**src/rtl/vdg_pkg.sv**
```systemverilog
package vdg_pkg;
  typedef enum logic [1:0] {
    ST_IDLE,
    ST_PEND,
    ST_SEEK,
    ST_HOLD
  } vdg_state_e;

  localparam logic [2:0] ADDR_VDLY = 3'd0;
  localparam logic [2:0] ADDR_POFF = 3'd1;
  localparam logic [2:0] ADDR_OHSW = 3'd2;
  localparam logic [2:0] ADDR_MODE = 3'd3;
  localparam logic [2:0] ADDR_LLEN = 3'd4;

  localparam int MODE_INTL  = 0;
  localparam int MODE_ASYNC = 1;
  localparam int MODE_TRIG  = 2;
  localparam int MODE_W     = 3;
endpackage

```
**src/rtl/vdg_regs.sv**
```systemverilog
module vdg_regs
  import vdg_pkg::*;
#(
  parameter int VDLY_W   = 11,
  parameter int POFF_W   = 8,
  parameter int OHSW_W   = 8,
  parameter int LLEN_W   = 12,
  parameter int DATA_W   = 12,
  parameter int VDLY_RST = 15,
  parameter int OHSW_RST = 16,
  parameter int LLEN_RST = 858
) (
  input  logic              clk,
  input  logic              rst_n,
  input  logic              wr_en,
  input  logic [2:0]        wr_addr,
  input  logic [DATA_W-1:0] wr_data,
  input  logic              evt,
  output logic [VDLY_W-1:0] tgt_o,
  output logic [POFF_W-1:0] poff_o,
  output logic [OHSW_W-1:0] ohsw_o,
  output logic [LLEN_W-1:0] llen_o,
  output logic              trig_sel_o
);
  logic [VDLY_W-1:0] stg_vdly;
  logic [POFF_W-1:0] stg_poff;
  logic [OHSW_W-1:0] stg_ohsw;
  logic [MODE_W-1:0] stg_mode;
  logic [LLEN_W-1:0] stg_llen;
  logic              zero_dly;

  always_ff @(posedge clk) begin
    if (!rst_n) begin
      stg_vdly <= VDLY_W'(VDLY_RST);
      stg_poff <= '0;
      stg_ohsw <= OHSW_W'(OHSW_RST);
      stg_mode <= '0;
      stg_llen <= LLEN_W'(LLEN_RST);
    end else if (wr_en) begin
      case (wr_addr)
        ADDR_VDLY: stg_vdly <= wr_data[VDLY_W-1:0];
        ADDR_POFF: stg_poff <= wr_data[POFF_W-1:0];
        ADDR_OHSW: stg_ohsw <= wr_data[OHSW_W-1:0];
        ADDR_MODE: stg_mode <= wr_data[MODE_W-1:0];
        ADDR_LLEN: stg_llen <= wr_data[LLEN_W-1:0];
        default:   ;
      endcase
    end
  end

  assign zero_dly = stg_mode[MODE_ASYNC] & stg_mode[MODE_INTL];

  // Frame-level shadow copies, refreshed only on a frame event
  always_ff @(posedge clk) begin
    if (!rst_n) begin
      tgt_o  <= VDLY_W'(VDLY_RST);
      poff_o <= '0;
      ohsw_o <= OHSW_W'(OHSW_RST);
    end else if (evt) begin
      tgt_o  <= zero_dly ? '0 : stg_vdly;
      poff_o <= stg_poff;
      ohsw_o <= stg_ohsw;
    end
  end

  assign llen_o     = stg_llen;
  assign trig_sel_o = stg_mode[MODE_TRIG];

  assert_override_R7: assert property (@(posedge clk) disable iff (!rst_n)
    (evt && stg_mode[MODE_ASYNC] && stg_mode[MODE_INTL]) |=> (tgt_o == '0));

  assert_shadow_hold_R10: assert property (@(posedge clk) disable iff (!rst_n)
    !evt |=> ($stable(tgt_o) && $stable(poff_o) && $stable(ohsw_o)));
endmodule

```
**src/rtl/vdg_hbase.sv**
```systemverilog
module vdg_hbase #(
  parameter int LLEN_W = 12,
  parameter int OHSW_W = 8
) (
  input  logic              clk,
  input  logic              rst_n,
  input  logic              line_ref,
  input  logic [LLEN_W-1:0] llen,
  input  logic [OHSW_W-1:0] ohsw,
  output logic [LLEN_W-1:0] hpos,
  output logic              half_tick,
  output logic              ohs
);
  localparam int PAD = LLEN_W - OHSW_W;

  logic [LLEN_W-1:0] hpos_q;
  logic [LLEN_W-1:0] last_pos;
  logic              ohs_q;

  assign last_pos = llen - LLEN_W'(1);

  always_ff @(posedge clk) begin
    if (!rst_n)                  hpos_q <= '0;
    else if (line_ref)           hpos_q <= '0;
    else if (hpos_q >= last_pos) hpos_q <= '0;
    else                         hpos_q <= hpos_q + LLEN_W'(1);
  end

  always_ff @(posedge clk) begin
    if (!rst_n) ohs_q <= 1'b0;
    else        ohs_q <= (hpos_q < {{PAD{1'b0}}, ohsw});
  end

  assign half_tick = (hpos_q == '0) || (hpos_q == (llen >> 1));
  assign hpos      = hpos_q;
  assign ohs       = ohs_q;

  assert_wrap_R2: assert property (@(posedge clk) disable iff (!rst_n)
    (hpos_q >= llen) |=> (hpos_q == '0));

  assert_ohs_start_R2: assert property (@(posedge clk) disable iff (!rst_n)
    $rose(ohs_q) |-> ($past(hpos_q) == '0));

  assert_resync_R3: assert property (@(posedge clk) disable iff (!rst_n)
    line_ref |=> ##1 (ohs_q || ($past(ohsw) == '0)));
endmodule

```
**src/rtl/vdg_vdelay.sv**
```systemverilog
module vdg_vdelay
  import vdg_pkg::*;
#(
  parameter int VDLY_W = 11,
  parameter int POFF_W = 8,
  parameter int LLEN_W = 12
) (
  input  logic              clk,
  input  logic              rst_n,
  input  logic              vsync,
  input  logic              trig,
  input  logic              trig_sel,
  input  logic [LLEN_W-1:0] hpos,
  input  logic              half_tick,
  input  logic [VDLY_W-1:0] tgt,
  input  logic [POFF_W-1:0] poff,
  input  logic [LLEN_W-1:0] llen,
  output logic              evt,
  output logic              ovs
);
  localparam int PAD = LLEN_W - POFF_W;

  vdg_state_e        state;
  logic [VDLY_W-1:0] cnt;
  logic [LLEN_W-1:0] lcnt;
  logic [LLEN_W-1:0] poff_x;
  logic              src, src_q, seen, ovs_q, fire;

  assign src    = trig_sel ? trig : vsync;
  assign evt    = src & ~src_q;
  assign poff_x = {{PAD{1'b0}}, poff};
  assign fire   = (state == ST_SEEK) && (hpos == poff_x) && (seen || (hpos == '0));

  always_ff @(posedge clk) begin
    if (!rst_n) src_q <= 1'b0;
    else        src_q <= src;
  end

  always_ff @(posedge clk) begin
    if (!rst_n) begin
      state <= ST_IDLE;
      cnt   <= '0;
      lcnt  <= '0;
      seen  <= 1'b0;
      ovs_q <= 1'b0;
    end else if (evt) begin
      state <= ST_PEND;
      cnt   <= '0;
      seen  <= 1'b0;
      ovs_q <= 1'b0;
    end else begin
      case (state)
        ST_PEND: begin
          if (cnt == tgt)     state <= ST_SEEK;
          else if (half_tick) cnt   <= cnt + VDLY_W'(1);
        end
        ST_SEEK: begin
          if (hpos == '0) seen <= 1'b1;
          if (fire) begin
            ovs_q <= 1'b1;
            lcnt  <= '0;
            state <= ST_HOLD;
          end
        end
        ST_HOLD: begin
          if (lcnt >= llen - LLEN_W'(1)) begin
            ovs_q <= 1'b0;
            state <= ST_IDLE;
          end else begin
            lcnt <= lcnt + LLEN_W'(1);
          end
        end
        default: ;
      endcase
    end
  end

  assign ovs = ovs_q;

  assert_restart_R9: assert property (@(posedge clk) disable iff (!rst_n)
    evt |=> (state == ST_PEND && cnt == '0 && !ovs_q));

  assert_count_bound_R5: assert property (@(posedge clk) disable iff (!rst_n)
    (state == ST_PEND) |-> (cnt <= tgt));

  assert_ovs_align_R6: assert property (@(posedge clk) disable iff (!rst_n)
    $rose(ovs_q) |-> ($past(state) == ST_SEEK && $past(hpos) == $past(poff_x)));

  assert_hold_high_R8: assert property (@(posedge clk) disable iff (!rst_n)
    (state == ST_HOLD) |-> ovs_q);

  assert_ovs_end_R8: assert property (@(posedge clk) disable iff (!rst_n)
    $fell(ovs_q) |-> ($past(evt) || ($past(lcnt) >= $past(llen) - LLEN_W'(1))));
endmodule

```
**src/rtl/vsync_delay_gen.sv**
```systemverilog
module vsync_delay_gen #(
  parameter int VDLY_W   = 11,
  parameter int POFF_W   = 8,
  parameter int OHSW_W   = 8,
  parameter int LLEN_W   = 12,
  parameter int DATA_W   = 12,
  parameter int VDLY_RST = 15,
  parameter int OHSW_RST = 16,
  parameter int LLEN_RST = 858
) (
  input  logic              clk,
  input  logic              rst_n,
  input  logic              vsync_in,
  input  logic              trig_in,
  input  logic              line_ref_in,
  input  logic              wr_en,
  input  logic [2:0]        wr_addr,
  input  logic [DATA_W-1:0] wr_data,
  output logic              ovs_o,
  output logic              ohs_o
);
  logic [VDLY_W-1:0] tgt;
  logic [POFF_W-1:0] poff;
  logic [OHSW_W-1:0] ohsw;
  logic [LLEN_W-1:0] llen;
  logic [LLEN_W-1:0] hpos;
  logic              trig_sel, evt, half_tick;

  vdg_regs #(
    .VDLY_W(VDLY_W), .POFF_W(POFF_W), .OHSW_W(OHSW_W), .LLEN_W(LLEN_W),
    .DATA_W(DATA_W), .VDLY_RST(VDLY_RST), .OHSW_RST(OHSW_RST), .LLEN_RST(LLEN_RST)
  ) u_regs (
    .clk(clk), .rst_n(rst_n), .wr_en(wr_en), .wr_addr(wr_addr), .wr_data(wr_data),
    .evt(evt), .tgt_o(tgt), .poff_o(poff), .ohsw_o(ohsw), .llen_o(llen),
    .trig_sel_o(trig_sel)
  );

  vdg_hbase #(.LLEN_W(LLEN_W), .OHSW_W(OHSW_W)) u_hbase (
    .clk(clk), .rst_n(rst_n), .line_ref(line_ref_in), .llen(llen), .ohsw(ohsw),
    .hpos(hpos), .half_tick(half_tick), .ohs(ohs_o)
  );

  vdg_vdelay #(.VDLY_W(VDLY_W), .POFF_W(POFF_W), .LLEN_W(LLEN_W)) u_vdelay (
    .clk(clk), .rst_n(rst_n), .vsync(vsync_in), .trig(trig_in), .trig_sel(trig_sel),
    .hpos(hpos), .half_tick(half_tick), .tgt(tgt), .poff(poff), .llen(llen),
    .evt(evt), .ovs(ovs_o)
  );
endmodule

```
**config.mk**
```make
export PLATFORM = sky130hd
export DESIGN_NAME = vsync_delay_gen
export DESIGN_NICKNAME = d
export VERILOG_FILES = /design/src/rtl/vdg_pkg.sv /design/src/rtl/vdg_regs.sv /design/src/rtl/vdg_hbase.sv /design/src/rtl/vdg_vdelay.sv /design/src/rtl/vsync_delay_gen.sv
export SDC_FILE = /design/constraint.sdc
export NUM_CORES = 1
export LEC_CHECK = 0
export ABC_AREA = 1
export ABC_CLOCK_PERIOD_IN_PS = 3300
export BUFFER_PORTS_ARGS = -buffer_cell sky130_fd_sc_hd__clkbuf_2
export CAP_MARGIN = 20
export CORE_AREA = 2 2 95 189
export CTS_CLUSTER_DIAMETER = 150
export DETAILED_ROUTE_END_ITERATION = 8
export DIE_AREA = 0 0 97 191
export MAX_ROUTING_LAYER = met4
export PLACE_DENSITY = 0.56
export SETUP_SLACK_MARGIN = 0.15
export SYNTH_ARGS = -nofsm -noshare
export SYNTH_HDL_FRONTEND = slang
export SYNTH_SLANG_ARGS = --single-unit
```
**constraint.sdc**
```tcl
create_clock -name clk -period 3.3 [get_ports clk]
set_input_delay 0.66 -clock clk [delete_from_list [all_inputs] [get_ports clk]]
set_output_delay 0.66 -clock clk [all_outputs]
set_load 0.1 [all_outputs]
```
==> run metrics <==
Initial Util 34.38%; slew margin rel. 58.08%; drt via density 4.967; CP max stage cell dfxtp_1; Cell Rows 68; WHS 0.4542 ns; Vias 5061; die width 97 um; vias in the first global route 4773; layout cells sized above 1 9.518%; worst path arrival time 3.00 ns; Clock Sinks 110; GR Overflow Total 0; main area contributors after synthesis dfxtp_1 (37%), ha_1 (8.3%), nand2_1 (7.5%), nor2_1 (7.0%), inv_1 (5.6%); WS Path Type flop to flop; Ys Warns 0; Tmin final 2.772 ns; run status finished clean; CP most frequent cell nor3_1; Core Area 0.01710 mm^2; sequential share of the synthesized area 37.45%; Post-synth EDFFs 0; H-Tree Level Count 3; Worst-path clk slew 0.08 ns; commonest cells in the netlist nand2_1 (118), dfxtp_1 (110), nor2_1 (109); Setup Skew 0.01240 ns; first-pass GRT wire length 23.99 mm; CTS tree yes; cell taking the most area after synthesis dfxtp_1; synthesized cell area 0.005879 mm^2; RSZ-0062 raised after global routing false; syn avg cell area 7.471 um^2; final core utilization 37.91%; FF+latch count, synth 110; Fin. Hold Viols 0; WL per Instance 14.49 um; CTS Buf Count 9; startpoint types flop; Nets 864; max incr delay on CP 0.34 ns; critical path capture point type flop; Leak 2.615 nW; final cycle utilization of the critical path 83.99%; largest net degree at the start of global routing 65; count of different cell masters after synthesis 41; DRT Pass-1 Iters 5; worst path cell trace nor3_1 > nand3_1 > nor3_1 > nand3_1 > nor3_1 > xnor2_1 > ha_1 > inv_1 > o21bai_1 > nor2_2 > nand2_2 > nand2_4 > nand2_4 > nand2_1 > a21oi_2; cell count after synthesis 787; clk_lat worst skew 0.35 ns; # diodes 0; Port Buf Inserts 22; Cell Pwr Density 429.1 mW/mm^2; fill cell count 1781; Worst Tran Pin Value 0.6266 ns; area grow syn2layout 10.26%; Worst VDD drop 0.2506 mV; DR DRC count 0; cts hold-fix bufs 0; cts repair resizes 0; maximum net fanout on the critical path 12; Slew Limit Fails 0; Detailed Route WL 14.76 mm; io pins 23; post-DP HPWL 11.11 mm; ys flop type dfxtp_1; Hold/Removal Path Class flop to flop; Worst Path Required 3.53 ns; total negative slack 0 ns; DR iter-0 viols 257; Final Setup Violations 0; MaxCap Viol Count 0; synthesized net count 847; die area 0.01853 mm^2; GRT Util Overall 16.49%; post-synth top area share 37.45%; cell with the most instances after synthesis nand2_1; Root Driver clkbuf_16; asr flop ratio synth 0%; Setup Buffers After CTS 0; routability congestion estimate 0.8482; Routed Antenna Nets 0; f_max 360.8 MHz; Die Y 191 um; Clock Path Buffers 2; initial antenna violation count 0
worst max-delay path: cells and delay by family, from the launching register on:
kind | cells | cell delay, ns
xor+xnor | 1 | 0.18
fa+ha+maj | 1 | 0.29
compound gates | 2 | 0.12
buf+inv | 1 | 0.06
simple gates | 10 | 1.67
flops | 1 | 0.34
cells in the final DEF, fill, tap and decap left out, types with 3 or more instances in the layout:
master	synthesis	routed
a21oi_1	43	43
a21oi_2	9	9
a221o_1	3	3
a32o_1	4	4
buf_4	0	7
clkbuf_16	0	9
clkbuf_2	2	22
dfxtp_1	110	110
ha_1	39	39
inv_1	88	88
inv_2	5	5
nand2_1	118	118
nand2_2	7	7
nand3_1	45	45
nand3_2	3	3
nand4_1	18	18
nor2_1	109	109
nor2_2	3	3
nor3_1	21	21
nor4_1	3	3
o211ai_1	10	10
o21ai_0	55	55
o22ai_1	3	3
xnor2_1	12	12
xor2_1	36	36
kinds of logic after synthesis:
group | count (synthesis) | share of synthesized area (%)
AO/OA/AOI/OAI | 137 | 13.85
flip-flops | 110 | 37.45
adder cells (fa/ha/maj) | 39 | 8.300
AND/OR/NAND/NOR | 334 | 25.15
multiplexers | 1 | 0.1703
buffers and inverters | 118 | 7.917
XOR/XNOR | 48 | 7.150
stage by stage:
| step | power, mW | std cells | setup WS [ns] | instance area (um^2) |
|---|---|---|---|---|
| after floorplan | 1.660 | 787 | 0.7219 | 5879 |
| after global placement | 1.748 | 1003 | 0.5470 | 6196 |
| after detailed placement | 1.753 | 1003 | 0.4960 | 6196 |
| after CTS | 2.805 | 1019 | 0.4884 | 6482 |
| after global routing | 2.904 | 1019 | 0.1517 | 6482 |
| final | 2.781 | 1019 | 0.5284 | 6482 |
metal layers:
metal  track usage (%)  share of wire (%)  vias to the layer above
met5                 -                  0                        -
met4             4.388                1.6                        0
li1                  -                  -                     2631
met1             20.51                 46                     2324
met2             27.46                 48                       91
met3             3.144                3.7                       15
path summary, 6_finish.rpt:
| kind | startpoint | to | slack [ns] | cells after the start |
|---|---|---|---|---|
| max | u_regs.llen_o[1] | u_vdelay.lcnt[3] | 0.53 | 15 |
| min | u_regs.stg_mode[1] | u_regs.stg_mode[1] | 0.45 | 2 |
| max reg2reg | u_regs.llen_o[1] | u_vdelay.lcnt[3] | 0.53 | 15 |
| min reg2reg | u_regs.stg_mode[1] | u_regs.stg_mode[1] | 0.45 | 2 |
where the power goes:
group          leakage, nW  switching, mW  internal (mW)
Combinational         1.58          0.209          0.104
Sequential           0.895         0.0327           1.37
Clock                0.138          0.533          0.528
Total                 2.62          0.775           2.01
final cells by class:
cell class	count	area [um^2]	share of cell area (%)
well taps	210	262.8	4.053
clock buffers	10	229.0	3.532
clock inverters	6	57.56	0.8879
repair buffers	29	162.7	2.509
inverters	95	356.6	5.501
flip-flops and latches	110	2202	33.97
multi-input cells	559	3212	49.55
state kept, by name, summed over array words and instances, names as in the netlist:
name / cells
u_hbase.hpos: 12
u_regs.stg_poff: 8
u_regs.stg_vdly: 11
u_regs.poff_o: 8
u_regs.stg_ohsw: 8
u_regs.llen_o: 12
u_vdelay.state: 2
u_regs.tgt_o: 11
u_regs.ohsw_o: 8
u_vdelay.seen: 1
u_vdelay.lcnt: 12
u_vdelay.ovs: 1
u_regs.stg_mode: 3
u_vdelay.src_q: 1
u_hbase.ohs: 1
u_vdelay.cnt: 11
No activity file was read; power rests on OpenSTA's default activity.
